$ cat src/rtl/smb_cfg_pkg.sv
package smb_cfg_pkg;

  // Bytes preceding the register payload: address, command, count.
  localparam int HDR_BYTES = 3;

  typedef enum logic [2:0] {
    RX_IDLE,
    RX_BITS,
    RX_ACK_SETUP,
    RX_ACK_LOW,
    RX_ACK_HIGH
  } rx_state_t;

endpackage

$ cat src/rtl/smb_line_sync.sv
module smb_line_sync #(
  parameter int STAGES = 2
) (
  input  logic clk,
  input  logic rst,
  input  logic scl_i,
  input  logic sda_i,
  output logic scl_lvl,
  output logic sda_bit,
  output logic rise_p,
  output logic fall_p,
  output logic start_p,
  output logic stop_p
);

  logic [STAGES-1:0] scl_ff;
  logic [STAGES-1:0] sda_ff;
  logic              scl_d;
  logic              sda_d;
  logic              scl_s;
  logic              sda_s;

  assign scl_s = scl_ff[STAGES-1];
  assign sda_s = sda_ff[STAGES-1];

  generate
    if (STAGES == 1) begin : g_one
      always_ff @(posedge clk) begin
        if (rst) begin
          scl_ff <= '1;
          sda_ff <= '1;
        end else begin
          scl_ff <= scl_i;
          sda_ff <= sda_i;
        end
      end
    end else begin : g_many
      always_ff @(posedge clk) begin
        if (rst) begin
          scl_ff <= '1;
          sda_ff <= '1;
        end else begin
          scl_ff <= {scl_ff[STAGES-2:0], scl_i};
          sda_ff <= {sda_ff[STAGES-2:0], sda_i};
        end
      end
    end
  endgenerate

  always_ff @(posedge clk) begin
    if (rst) begin
      scl_d   <= 1'b1;
      sda_d   <= 1'b1;
      scl_lvl <= 1'b1;
      sda_bit <= 1'b1;
      rise_p  <= 1'b0;
      fall_p  <= 1'b0;
      start_p <= 1'b0;
      stop_p  <= 1'b0;
    end else begin
      scl_d   <= scl_s;
      sda_d   <= sda_s;
      scl_lvl <= scl_s;
      sda_bit <= sda_s;
      rise_p  <= scl_s & ~scl_d;
      fall_p  <= ~scl_s & scl_d;
      start_p <= scl_s & scl_d & sda_d & ~sda_s;
      stop_p  <= scl_s & scl_d & ~sda_d & sda_s;
    end
  end

endmodule

$ cat src/rtl/smb_byte_rx.sv
module smb_byte_rx
  import smb_cfg_pkg::*;
(
  input  logic       clk,
  input  logic       rst,
  input  logic       rise_p,
  input  logic       fall_p,
  input  logic       start_p,
  input  logic       stop_p,
  input  logic       sda_bit,
  input  logic       ack_ok,
  output logic       byte_done,
  output logic [7:0] rx_byte,
  output logic       sda_low
);

  rx_state_t  state;
  logic [2:0] bit_cnt;
  logic [7:0] shreg;

  assign rx_byte = shreg;

  always_ff @(posedge clk) begin
    if (rst) begin
      state     <= RX_IDLE;
      bit_cnt   <= '0;
      shreg     <= '0;
      byte_done <= 1'b0;
      sda_low   <= 1'b0;
    end else begin
      byte_done <= 1'b0;
      if (start_p) begin
        state   <= RX_BITS;
        bit_cnt <= '0;
        sda_low <= 1'b0;
      end else if (stop_p) begin
        state   <= RX_IDLE;
        sda_low <= 1'b0;
      end else begin
        case (state)
          RX_BITS: begin
            if (rise_p) begin
              shreg <= {shreg[6:0], sda_bit};
              if (bit_cnt == 3'd7) begin
                byte_done <= 1'b1;
                state     <= RX_ACK_SETUP;
              end else begin
                bit_cnt <= bit_cnt + 3'd1;
              end
            end
          end
          RX_ACK_SETUP: begin
            if (fall_p) begin
              if (ack_ok) begin
                sda_low <= 1'b1;
                state   <= RX_ACK_LOW;
              end else begin
                state <= RX_IDLE;
              end
            end
          end
          RX_ACK_LOW: begin
            if (rise_p) state <= RX_ACK_HIGH;
          end
          RX_ACK_HIGH: begin
            if (fall_p) begin
              sda_low <= 1'b0;
              bit_cnt <= '0;
              state   <= RX_BITS;
            end
          end
          default: state <= RX_IDLE;
        endcase
      end
    end
  end

endmodule

$ cat src/rtl/smb_frame_ctl.sv
module smb_frame_ctl
  import smb_cfg_pkg::*;
#(
  parameter int          NREG     = 8,
  parameter logic [7:0]  DEV_ADDR = 8'hD2
) (
  input  logic              clk,
  input  logic              rst,
  input  logic              start_p,
  input  logic              stop_p,
  input  logic              byte_done,
  input  logic [7:0]        rx_byte,
  output logic              ack_ok,
  output logic              addr_hit,
  output logic [$clog2(HDR_BYTES+NREG+2)-1:0] byte_cnt,
  output logic              commit_p,
  output logic [NREG*8-1:0] shadow
);

  localparam int FRAME_LEN = HDR_BYTES + NREG;
  localparam int CW        = $clog2(FRAME_LEN + 2);
  localparam logic [CW-1:0] CNT_MAX  = CW'(FRAME_LEN + 1);
  localparam logic [CW-1:0] CNT_FULL = CW'(FRAME_LEN);

  always_ff @(posedge clk) begin
    if (rst) begin
      ack_ok   <= 1'b0;
      addr_hit <= 1'b0;
      byte_cnt <= '0;
      commit_p <= 1'b0;
    end else begin
      commit_p <= stop_p & addr_hit & (byte_cnt == CNT_FULL);
      if (start_p) begin
        ack_ok   <= 1'b0;
        addr_hit <= 1'b0;
        byte_cnt <= '0;
      end else if (byte_done) begin
        if (byte_cnt == '0) begin
          addr_hit <= (rx_byte == DEV_ADDR);
          ack_ok   <= (rx_byte == DEV_ADDR);
        end else begin
          ack_ok <= addr_hit & (byte_cnt < CNT_FULL);
        end
        if (byte_cnt != CNT_MAX) byte_cnt <= byte_cnt + 1'b1;
      end
    end
  end

  // Shadow lanes, one per register; written only for payload positions.
  genvar gi;
  generate
    for (gi = 0; gi < NREG; gi++) begin : g_lane
      always_ff @(posedge clk) begin
        if (rst) begin
          shadow[gi*8 +: 8] <= '0;
        end else if (byte_done && addr_hit && byte_cnt == CW'(HDR_BYTES + gi)) begin
          shadow[gi*8 +: 8] <= rx_byte;
        end
      end
    end
  endgenerate

endmodule

$ cat src/rtl/smb_cfg_bank.sv
module smb_cfg_bank #(
  parameter int                NREG      = 8,
  parameter logic [NREG*8-1:0] RST_VAL   = '0,
  parameter logic [NREG*8-1:0] RSVD_MASK = '0
) (
  input  logic              clk,
  input  logic              rst,
  input  logic              commit_p,
  input  logic [NREG*8-1:0] shadow,
  output logic [NREG*8-1:0] cfg_o,
  output logic [NREG*8-1:0] oe_o
);

  logic [NREG*8-1:0] live;

  genvar gi;
  generate
    for (gi = 0; gi < NREG; gi++) begin : g_reg
      always_ff @(posedge clk) begin
        if (rst) begin
          live[gi*8 +: 8]  <= RST_VAL[gi*8 +: 8];
          cfg_o[gi*8 +: 8] <= RST_VAL[gi*8 +: 8];
          oe_o[gi*8 +: 8]  <= RST_VAL[gi*8 +: 8] & ~RSVD_MASK[gi*8 +: 8];
        end else begin
          if (commit_p) live[gi*8 +: 8] <= shadow[gi*8 +: 8];
          cfg_o[gi*8 +: 8] <= live[gi*8 +: 8];
          oe_o[gi*8 +: 8]  <= live[gi*8 +: 8] & ~RSVD_MASK[gi*8 +: 8];
        end
      end
    end
  endgenerate

endmodule

$ cat src/rtl/cfg_smb_sink.sv
module cfg_smb_sink
  import smb_cfg_pkg::*;
#(
  parameter int                NREG        = 8,
  parameter int                SYNC_STAGES = 2,
  parameter logic [7:0]        DEV_ADDR    = 8'hD2,
  parameter logic [NREG*8-1:0] RST_VAL     = 64'h00_3F_7F_FF_FF_C3_FF_0A,
  parameter logic [NREG*8-1:0] RSVD_MASK   = 64'hFF_00_00_00_00_00_00_F0
) (
  input  logic              clk,
  input  logic              rst,
  input  logic              scl_i,
  input  logic              sda_i,
  output logic              sda_pull_o,
  output logic [NREG*8-1:0] cfg_o,
  output logic [NREG*8-1:0] oe_o
);

  localparam int CW = $clog2(HDR_BYTES + NREG + 2);

  logic              scl_lvl, sda_bit, rise_p, fall_p, start_p, stop_p;
  logic              byte_done, ack_ok, addr_hit, commit_p;
  logic [7:0]        rx_byte;
  logic [CW-1:0]     byte_cnt;
  logic [NREG*8-1:0] shadow;

  smb_line_sync #(.STAGES(SYNC_STAGES)) u_sync (
    .clk(clk), .rst(rst), .scl_i(scl_i), .sda_i(sda_i),
    .scl_lvl(scl_lvl), .sda_bit(sda_bit), .rise_p(rise_p), .fall_p(fall_p),
    .start_p(start_p), .stop_p(stop_p)
  );

  smb_byte_rx u_rx (
    .clk(clk), .rst(rst), .rise_p(rise_p), .fall_p(fall_p),
    .start_p(start_p), .stop_p(stop_p), .sda_bit(sda_bit), .ack_ok(ack_ok),
    .byte_done(byte_done), .rx_byte(rx_byte), .sda_low(sda_pull_o)
  );

  smb_frame_ctl #(.NREG(NREG), .DEV_ADDR(DEV_ADDR)) u_frame (
    .clk(clk), .rst(rst), .start_p(start_p), .stop_p(stop_p),
    .byte_done(byte_done), .rx_byte(rx_byte), .ack_ok(ack_ok),
    .addr_hit(addr_hit), .byte_cnt(byte_cnt), .commit_p(commit_p),
    .shadow(shadow)
  );

  smb_cfg_bank #(.NREG(NREG), .RST_VAL(RST_VAL), .RSVD_MASK(RSVD_MASK)) u_bank (
    .clk(clk), .rst(rst), .commit_p(commit_p), .shadow(shadow),
    .cfg_o(cfg_o), .oe_o(oe_o)
  );

endmodule

$ cat config.mk
export PLATFORM = sky130hd
export DESIGN_NAME = cfg_smb_sink
export DESIGN_NICKNAME = d
export VERILOG_FILES = /design/src/rtl/smb_cfg_pkg.sv /design/src/rtl/smb_line_sync.sv /design/src/rtl/smb_byte_rx.sv /design/src/rtl/smb_frame_ctl.sv /design/src/rtl/smb_cfg_bank.sv /design/src/rtl/cfg_smb_sink.sv
export SDC_FILE = /design/constraint.sdc
export NUM_CORES = 1
export LEC_CHECK = 0
export ABC_CLOCK_PERIOD_IN_PS = 3050
export BUFFER_PORTS_ARGS = -buffer_cell sky130_fd_sc_hd__buf_4
export CAP_MARGIN = 5
export CORE_ASPECT_RATIO = 1.75
export CORE_MARGIN = 2
export CORE_UTILIZATION = 45
export DETAILED_ROUTE_END_ITERATION = 6
export PLACE_DENSITY = 0.69
export SYNTH_ARGS = -nofsm -noshare
export SYNTH_HDL_FRONTEND = slang
export SYNTH_SLANG_ARGS = --single-unit
$ cat constraint.sdc
create_clock -name clk -period 3.05 [get_ports clk]
set_input_delay 0.61 -clock clk [delete_from_list [all_inputs] [get_ports clk]]
set_output_delay 0.61 -clock clk [all_outputs]
set_load 0.05 [all_outputs]
==> impl_metrics.tcl <==
set metrics [dict create \
    grt_use_total_pct 15.1 \
    timing.clock.skew_ps 15.2 \
    drive_gt1_share_pct 23.3 \
    first_pass_iters 4 \
    synth_top_flop_cell "sky130_fd_sc_hd__dfxtp_1" \
    cts_hold_repair.buffers 0 \
    max_slew_headroom_at_the_worst_pin_pct 33.1 \
    grt_first_pass_wirelength_mm 24.2 \
    gp_routability_congestion 0.789 \
    synth_edf_count 0 \
    via_density_per_instance 4.81 \
    synth-seq-cells 225 \
    num_antenna_cells 0 \
    count_of_final_max_slew_check_failures 0 \
    internal_power_uw 4330 \
    die_height_um 182 \
    ant_nets 0 \
    yosysSeqAreaShare_pct 55.0 \
    power_switching_share_pct 20.2 \
    crit_path_max_fanout 20 \
    deepest_level_of_the_cts_h_tree 1 \
    layout_commonest_cell "sky130_fd_sc_hd__dfxtp_1" \
    post_synth_num_cell_types 41 \
    finalSetupViolCount 0 \
    cp_data_required_time_ps 3380 \
    number_of_sinks_driven_by_the_clock_tree 225 \
    clkSlewWorstSetupHoldPaths_ps 60 \
    detailroute.via_count 5415 \
    cts.path.max_buffers 3 \
    tightestPinTransition_ps 1000 \
    period_share_pct 68.5 \
    power.leakage_uw 0.00351 \
    vdd_ir_drop_max_mv 0.273 \
    worst_setup_path_start_kind "flop" \
    core_region_area_sq_mm 0.0180 \
    synthesis.area_per_instance_sq_um 9.69 \
    fillers 1667 \
    seq_power_share_pct 54.2 \
    cts-resized-gates 0 \
    synthArstFlopShare_pct 0 \
    maximum_clock_frequency_mhz 479 \
    grt_max_degree 147 \
    cts_root_buffer "sky130_fd_sc_hd__clkbuf_16" \
    final_cell_mix "224 x sky130_fd_sc_hd__dfxtp_1, 126 x sky130_fd_sc_hd__buf_4, 71 x sky130_fd_sc_hd__nand2_1" \
    per_cell_routed_wire_length_um 13.2 \
    synth-warning-count 0 \
    combPwrFrac_pct 1.6 \
    cts_made_buffers 20 \
    dpl.cell_count 1092 \
    report.final.hold_viol_count 0 \
    final-instance-count-excl-fill 1125 \
    cp.arrival_ps 2420 \
    globalRouteOverflowTotal 0 \
    sort_of_element_at_the_end_of_the_critical_path "flop" \
    placement.io_buffers 120 \
    setup_total_negative_slack_ps 0 \
    nNetsFinal 890 \
    post-cts-setup-buffers 0 \
    grt_setup_unrepaired "false" \
    syn2layout_area_growth_pct 14.7 \
    dp_hpwl_mm 9.49 \
    floorplan.io_pins 133 \
    routed_wirelength_mm 14.8 \
    power.share.clock_pct 44.1 \
    rows 65 \
    layout_min_cycle_time_ps 2090 \
    setup.worst_path.class "flop to flop" \
    via_count_of_the_first_global_routing_pass 4925 \
    die-area_sq_mm 0.0193 \
    hp-class "input port to flop" \
    antenna_violations_before_repair 0 \
    max_cap_violations 0 \
    tritoncts_clock_tree "built" \
    p_switching_uw 1100 \
    drc 0 \
    die_width_um 106 \
    clkLatencyLatePin_ps 490 \
    dr.first_iter.drc_count 221 \
    floorplan.initialDensity_pct 45.6 \
    netlist_area_sq_mm 0.00819 \
    netlist_instances 845 \
    power_density_mw_per_mm2 578 \
    outcome "finished, final reports clean" \
]
## cell families (layout without fill, tap and decap cells)
kind of cell               count (synthesis)  after routing  share of synthesized area [%]
adders and majority gates                  6              6                          0.916
DFF                                      225            225                           55.0
muxes                                     38             38                           4.64
buffers and inverters                    130            165                           9.15
xor gates and xnor gates                   3              3                          0.321
other                                      1             12                         0.0458
AOI/OAI and AO/OA                        115            115                           9.21
and+or+nand+nor                          327            327                           20.7
## final cells by class
class	count	area (sq um)	share of cell area, %
clock buffer	31	614	6.54
clock inverter	2	10.0	0.107
inverter	4	15.0	0.160
multi-input combinational	501	2980	31.7
sequential	225	4510	48.0
tap	234	293	3.12
timing repair buffer	128	977	10.4
## registers in the layout, indices dropped and copies added, names as in the netlist, 2 cells and up
register	flops
u_bank.cfg_o	56
u_bank.live	64
u_bank.oe_o	8
u_frame.byte_cnt	4
u_frame.shadow	64
u_rx.bit_cnt	3
u_rx.rx_byte	8
u_rx.state	3
u_sync.scl_ff	2
u_sync.sda_ff	2
## power by group through the flow
stage | clock, uW | sequential [uW] | combinational (uW)
2_1_floorplan | 0 | 3010 | 90.0
3_3_place_gp | 0 | 3010 | 89.2
3_5_place_dp | 0 | 3010 | 89.1
4_1_cts | 2470 | 2940 | 89.1
5_1_grt | 2590 | 2940 | 96.7
6_report | 2400 | 2950 | 88.8
## stage by stage
stage / utilization (%) / hold slack (ps) / total power, uW / instance area [sq um] / setup slack, ps
after floorplan: - / 389 / 3100 / 8230 / 1430
after detailed placement: 48.8 / 394 / 3100 / 8770 / 1040
after global routing: 52.3 / 301 / 5630 / 9400 / 762
final: 52.3 / 312 / 5430 / 9400 / 961
after CTS: 52.3 / 298 / 5500 / 9400 / 969
after global placement: 48.8 / 392 / 3100 / 8770 / 1090
## critical path, cell delays in order (launching register included)
cell	delay (ps)
sky130_fd_sc_hd__dfxtp_1	470
sky130_fd_sc_hd__and4b_1	670
sky130_fd_sc_hd__buf_4	320
sky130_fd_sc_hd__nand2_1	200
sky130_fd_sc_hd__nand2_1	190
sky130_fd_sc_hd__a21oi_1	90
## path summary, 6_finish.rpt
| kind | start | end | slack, ps | depth (start not counted) |
|---|---|---|---|---|
| max reg2reg | u_rx.byte_done$_SDFF_PP0_ | u_frame.shadow[11]$_SDFFE_PP0P_ | 960 | 5 |
| min | sda_i | u_sync.sda_ff[0]$_SDFF_PP1_ | 310 | 2 |
| max | u_rx.byte_done$_SDFF_PP0_ | u_frame.shadow[11]$_SDFFE_PP0P_ | 960 | 5 |
| min reg2reg | u_sync.sda_ff[0]$_SDFF_PP1_ | u_sync.sda_ff[1]$_SDFF_PP1_ | 410 | 1 |
## Yosys cell counts, types with 2 or more instances
| master | count | area (sq um) |
|---|---|---|
| sky130_fd_sc_hd__nor2b_1 | 66 | 413 |
| sky130_fd_sc_hd__nand3b_1 | 2 | 15.0 |
| sky130_fd_sc_hd__inv_1 | 4 | 15.0 |
| sky130_fd_sc_hd__a21oi_1 | 61 | 305 |
| sky130_fd_sc_hd__xor2_1 | 2 | 17.5 |
| sky130_fd_sc_hd__o21ai_0 | 2 | 10.0 |
| sky130_fd_sc_hd__a31oi_1 | 2 | 12.5 |
| sky130_fd_sc_hd__clkbuf_1 | 43 | 161 |
| sky130_fd_sc_hd__nand3_1 | 64 | 320 |
| sky130_fd_sc_hd__ha_1 | 6 | 75.1 |
| sky130_fd_sc_hd__o31ai_1 | 2 | 15.0 |
| sky130_fd_sc_hd__a211o_1 | 43 | 377 |
| sky130_fd_sc_hd__nand2_1 | 71 | 267 |
| sky130_fd_sc_hd__nor3b_1 | 5 | 37.5 |
| sky130_fd_sc_hd__buf_2 | 11 | 55.1 |
| sky130_fd_sc_hd__buf_1 | 7 | 26.3 |
| sky130_fd_sc_hd__nand4b_1 | 2 | 17.5 |
| sky130_fd_sc_hd__or3_1 | 2 | 12.5 |
| sky130_fd_sc_hd__dfxtp_1 | 225 | 4500 |
| sky130_fd_sc_hd__buf_4 | 64 | 480 |
| sky130_fd_sc_hd__nor2_1 | 50 | 188 |
| sky130_fd_sc_hd__or2_2 | 50 | 313 |
| sky130_fd_sc_hd__and4b_1 | 2 | 20.0 |
| sky130_fd_sc_hd__nand2b_1 | 3 | 18.8 |
| sky130_fd_sc_hd__nor3_1 | 3 | 15.0 |
| sky130_fd_sc_hd__mux2i_1 | 38 | 380 |
## layer usage
layer / part of all wire, % / vias to the layer above / global-route usage, %
li1: - / 2800 / -
met1: 44 / 2472 / 18.8
met2: 50 / 126 / 26.6
met3: 4.2 / 17 / 2.00
met4: 2.0 / 0 / 5.16
met5: 0 / - / 0
Note: power is estimated with default switching activity, not from simulation.
